$ cat config.mk
export PLATFORM = sky130hd
export DESIGN_NAME = fdc_drive_ctl
export DESIGN_NICKNAME = d
export VERILOG_FILES = /design/src/rtl/fdc_drv_pkg.sv /design/src/rtl/fdc_ctl_regs.sv /design/src/rtl/fdc_sel_decode.sv /design/src/rtl/fdc_pin_stage.sv /design/src/rtl/fdc_drive_ctl.sv
export SDC_FILE = /design/constraint.sdc
export NUM_CORES = 1
export LEC_CHECK = 0
export CORE_MARGIN = 10
export CORE_UTILIZATION = 45
export DETAILED_ROUTE_END_ITERATION = 8
export DONT_BUFFER_PORTS = 1
export PLACE_DENSITY_LB_ADDON = 0.25
export SLEW_MARGIN = 10
export SYNTH_ARGS = -nofsm -noshare
export SYNTH_HDL_FRONTEND = slang
export SYNTH_HIERARCHICAL = 1
export SYNTH_SLANG_ARGS = --single-unit
$ cat constraint.sdc
create_clock -name clk -period 3 [get_ports clk]
set_input_delay 0.3 -clock clk [delete_from_list [all_inputs] [get_ports clk]]
set_output_delay 0.3 -clock clk [all_outputs]
set_load 0.1 [all_outputs]
$ cat src/rtl/fdc_drv_pkg.sv
package fdc_drv_pkg;

  typedef enum logic [1:0] {
    RATE_500K = 2'b00,
    RATE_300K = 2'b01,
    RATE_250K = 2'b10,
    RATE_1M   = 2'b11
  } rate_e;

  localparam int unsigned RUN_BIT   = 2;
  localparam int unsigned MOTOR_LSB = 4;
  localparam int unsigned SEL_LSB   = 0;

  typedef struct packed {
    logic wgate;
    logic step;
    logic dir;
    logic head;
  } aux_t;

  function automatic logic rate_is_high(rate_e r);
    return (r == RATE_500K) || (r == RATE_1M);
  endfunction

  // active request -> cable level for the given polarity strap
  function automatic logic to_pin(logic act, logic strap);
    return ~(act ^ strap);
  endfunction

  function automatic logic dens_level(rate_e r, logic ident);
    return ident ? rate_is_high(r) : ~rate_is_high(r);
  endfunction

endpackage

$ cat src/rtl/fdc_ctl_regs.sv
module fdc_ctl_regs
  import fdc_drv_pkg::*;
#(
  parameter int unsigned DOR_W    = 8,
  parameter rate_e       RATE_RST = RATE_250K
) (
  input  logic             clk,
  input  logic             rst_n,
  input  logic             dor_wr_en,
  input  logic [DOR_W-1:0] dor_wdata,
  input  logic             rate_wr_en,
  input  logic [1:0]       rate_wdata,
  output logic [DOR_W-1:0] dor_nxt,
  output rate_e            rate_nxt
);

  logic [DOR_W-1:0] dor_q;
  rate_e            rate_q;

  // next-state view: a write is visible to the output stage at its own edge
  always_comb begin
    dor_nxt  = dor_wr_en  ? dor_wdata          : dor_q;
    rate_nxt = rate_wr_en ? rate_e'(rate_wdata) : rate_q;
    if (!rst_n) begin
      dor_nxt  = '0;
      rate_nxt = RATE_RST;
    end
  end

  always_ff @(posedge clk) begin
    dor_q  <= dor_nxt;
    rate_q <= rate_nxt;
  end

endmodule

$ cat src/rtl/fdc_sel_decode.sv
module fdc_sel_decode
  import fdc_drv_pkg::*;
#(
  parameter int unsigned NUM_DRIVES = 4,
  localparam int unsigned SEL_W     = (NUM_DRIVES > 1) ? $clog2(NUM_DRIVES) : 1
) (
  input  logic [SEL_W-1:0]      drive_num,
  input  logic                  run,
  input  logic [NUM_DRIVES-1:0] motor_bits,
  output logic [NUM_DRIVES-1:0] mot_act,
  output logic [NUM_DRIVES-1:0] sel_act
);

  for (genvar d = 0; d < NUM_DRIVES; d++) begin : g_drv
    logic hit;
    assign hit        = (drive_num == SEL_W'(d));
    assign mot_act[d] = run & motor_bits[d];
    assign sel_act[d] = hit & mot_act[d];
  end

endmodule

$ cat src/rtl/fdc_pin_stage.sv
module fdc_pin_stage
  import fdc_drv_pkg::*;
#(
  parameter int unsigned W = 4
) (
  input  logic         clk,
  input  logic         rst_n,
  input  logic         strap,
  input  logic [W-1:0] act,
  output logic [W-1:0] pins
);

  for (genvar b = 0; b < W; b++) begin : g_bit
    always_ff @(posedge clk) begin
      if (!rst_n) pins[b] <= to_pin(1'b0, strap);
      else        pins[b] <= to_pin(act[b], strap);
    end
  end

endmodule

$ cat src/rtl/fdc_drive_ctl.sv
module fdc_drive_ctl
  import fdc_drv_pkg::*;
#(
  parameter int unsigned NUM_DRIVES = 4,
  parameter int unsigned DOR_W      = 8,
  localparam int unsigned SEL_W     = (NUM_DRIVES > 1) ? $clog2(NUM_DRIVES) : 1,
  localparam int unsigned PIN_W     = 2 * NUM_DRIVES + $bits(aux_t)
) (
  input  logic                  clk,
  input  logic                  rst_n,
  input  logic                  strap_invert,
  input  logic                  ident_i,
  input  logic                  dor_wr_en,
  input  logic [DOR_W-1:0]      dor_wdata,
  input  logic                  rate_wr_en,
  input  logic [1:0]            rate_wdata,
  input  logic                  head_side_i,
  input  logic                  dir_inward_i,
  input  logic                  step_req_i,
  input  logic                  wgate_req_i,
  output logic [NUM_DRIVES-1:0] motor_o,
  output logic [NUM_DRIVES-1:0] drvsel_o,
  output logic                  dens_o,
  output logic                  head_o,
  output logic                  dir_o,
  output logic                  step_o,
  output logic                  wgate_o
);

  localparam rate_e RATE_RST = RATE_250K;

  logic [DOR_W-1:0]      dor_nxt;
  rate_e                 rate_nxt;
  logic                  run;
  logic [NUM_DRIVES-1:0] mot_act, sel_act;
  aux_t                  aux_act;
  logic [PIN_W-1:0]      act_vec, pin_vec;
  logic                  dor_spare_unused;

  fdc_ctl_regs #(.DOR_W(DOR_W), .RATE_RST(RATE_RST)) u_regs (
    .clk        (clk),
    .rst_n      (rst_n),
    .dor_wr_en  (dor_wr_en),
    .dor_wdata  (dor_wdata),
    .rate_wr_en (rate_wr_en),
    .rate_wdata (rate_wdata),
    .dor_nxt    (dor_nxt),
    .rate_nxt   (rate_nxt)
  );

  assign run              = dor_nxt[RUN_BIT];
  assign dor_spare_unused = ^{dor_nxt[DOR_W-1:MOTOR_LSB+NUM_DRIVES-1], dor_nxt[MOTOR_LSB-1:RUN_BIT]};

  fdc_sel_decode #(.NUM_DRIVES(NUM_DRIVES)) u_dec (
    .drive_num  (dor_nxt[SEL_LSB +: SEL_W]),
    .run        (run),
    .motor_bits (dor_nxt[MOTOR_LSB +: NUM_DRIVES]),
    .mot_act    (mot_act),
    .sel_act    (sel_act)
  );

  always_comb begin
    aux_act.head  = head_side_i;
    aux_act.dir   = dir_inward_i;
    aux_act.step  = step_req_i & run;
    aux_act.wgate = wgate_req_i & run;
  end

  assign act_vec = {aux_act, sel_act, mot_act};

  fdc_pin_stage #(.W(PIN_W)) u_pins (
    .clk   (clk),
    .rst_n (rst_n),
    .strap (strap_invert),
    .act   (act_vec),
    .pins  (pin_vec)
  );

  always_ff @(posedge clk) begin
    dens_o <= dens_level(rate_nxt, ident_i);
  end

  assign motor_o  = pin_vec[0 +: NUM_DRIVES];
  assign drvsel_o = pin_vec[NUM_DRIVES +: NUM_DRIVES];
  assign head_o   = pin_vec[2*NUM_DRIVES + 0];
  assign dir_o    = pin_vec[2*NUM_DRIVES + 1];
  assign step_o   = pin_vec[2*NUM_DRIVES + 2];
  assign wgate_o  = pin_vec[2*NUM_DRIVES + 3];

endmodule

==> results.tsv <==
stage	metric	value	unit
cells_and_area	drive_gt1_frac	0.0506	
worst_setup_path	worst_setup_path_end_kind	primary output	
cts	clk_pin_slew	0.12	ns
cells_and_area	n_fill_cell	162	
place	placed_cells	100	
timing	max_freq	0.632	GHz
cells_and_area	area_growth	6.20	%
cts	clock_sinks	22	
cells_and_area	final_common_cell	dfxtp_1	
cells_and_area	n_antenna_cell	0	
power_and_ir_drop	leakagePower	0.375	nW
hold_path	hp-class	input pin to flip-flop	
global_routing	grt_start_max_net_pins	22	
floorplan	fp-row-count	15	
detailed_routing	num_vias	502	
synth	synth.avg_cell_area	11.1	sq um
power_and_ir_drop	powerDensity	734	nW/um^2
detailed_routing	drc_errors	0	
timing	finalSetupViolCount	0	
worst_setup_path	worst-r2r-cell-count	5	
timing	maxSlewViolCount	0	
global_routing	antenna_found_initial	0	
timing	rsz0062_at_grt	false	
timing	skew	0.00530	ns
cells_and_area	fin_util	0.516	
floorplan	io_pins	33	
global_routing	grt_usage	0.0797	
floorplan	die_w	63.9	microns
worst_setup_path	r2r_start	u_regs/dor_q[2]	
detailed_routing	routedWlPerCell	15.2	microns
worst_setup_path	startpoint	u_pins/pins[3]	
cts	post_cts_resized	0	
cells_and_area	multi_input_area	397	sq um
synth	netlist_area	867	sq um
cells_and_area	design_area	921	sq um
cts	clockBufferDepth	2	
synth	netlist_instances	78	
place	pre_cts_ws	1.49	ns
worst_setup_path	required	2.70	ns
cells_and_area	layout_common_cells	22 x dfxtp_1, 13 x nand2_1, 12 x xor2_1, 9 x mux2i_1, 8 x nor2b_1	
cells_and_area	seqCellArea	440	sq um
detailed_routing	drt_iter0_drc	10	
power_and_ir_drop	ir_drop	448	uV
place	io_buffers	0	
timing	fin_ws	1.42	ns
worst_setup_path	regToRegSetupSlack	1.58	ns
floorplan	coreArea	1780	sq um
timing	hold_slack	0.0664	ns
cells_and_area	final_cells	104	
worst_setup_path	rr_endpoint	u_pins/pins[7]	
cts	cts.hold.buffers_added	0	
timing	hold_violations	0	
place	gp_congestion	0.658	
cells_and_area	final_nets	100	
cts	post-cts-setup-buffers	0	
synth	synth_nets	98	
worst_setup_path	critical_path_class	flip-flop to primary output	
timing	period_needed	1.58	ns
detailed_routing	ant_nets	0	
cts	cts_max_level	1	
floorplan	die_h	63.9	microns
worst_setup_path	path_depth	0	
cts	numCtsBuffers	3	
global_routing	grt_pass1_wl	2530	microns
global_routing	grt-ovfl-total	0	
detailed_routing	viasPerCell	4.83	
worst_setup_path	crit_arrival	1.28	ns
cts	worstSkewPairLatency	0.31	ns
detailed_routing	wl	1580	microns
cts	cts_tree	done	
timing	min_period_over_period	0.528	
worst_setup_path	endpoint	motor_o[3]	
power_and_ir_drop	total_power	0.676	mW
timing	worst_pin_slew	0.957	ns
cts	root_buffer	clkbuf_4	
job	cap_viol_max_count	0	
floorplan	start_util	0.486	
floorplan	die_area	4080	sq um
worst_setup_path	critPathMaxFanout	1	
place	placed_area	868	sq um
detailed_routing	drtPass1Iterations	4	
synth	yosysWarnings	6	
worst_setup_path	start_kind	flip-flop	
timing	finalSetupTns	0	ns
global_routing	grt_pass1_vias	527	
run_status	outcome	finished clean	
timing	max_slew_margin	0.361	
[flip-flops by register name (all words and copies together), names as in the netlist]
name           flops
u_pins/pins       12
u_regs/dor_q       7
u_regs/rate_q      2
dens_o             1
[worst register-to-register path: cells and delay by family (launching register included)]
kind | cells | cell delay (ns)
flops | 1 | 0.33
xor+xnor | 1 | 0.13
simple gates | 3 | 0.82
mux | 1 | 0.06
[layout make-up]
cell class | count | share of cell area
clock buffer | 3 | 0.0245
clock inverter | 1 | 0.0326
multi-input combinational | 53 | 0.431
sequential | 22 | 0.478
tap | 25 | 0.0340
[report_power, final]
part	internal [mW]	total, mW	switching, mW
Sequential	0.313	0.420	0.107
Combinational	0.0198	0.0321	0.0124
Clock	0.135	0.224	0.0887
Total	0.467	0.676	0.208
[how the worst min path moves through the flow]
stage                      start          endpoint  slack, ns  depth (start not counted)
finish              strap_invert    u_pins/pins[0]       0.07                          1
global route        strap_invert    u_pins/pins[4]       0.04                          1
CTS                 strap_invert    u_pins/pins[0]       0.06                          1
detailed placement         rst_n  u_regs/rate_q[1]       0.40                          1
global placement           rst_n  u_regs/rate_q[1]       0.39                          1
floorplan                  rst_n  u_regs/rate_q[1]       0.38                          1
[metal layers]
| layer | vias up | share of wire | track usage |
|---|---|---|---|
| met5 | - | 0 | 0 |
| met4 | 0 | 0.0082 | 0.0246 |
| met3 | 2 | 0.16 | 0.0732 |
| met2 | 24 | 0.49 | 0.129 |
| met1 | 224 | 0.34 | 0.0701 |
| li1 | 252 | - | - |
No activity file was read; power rests on OpenSTA's default activity.
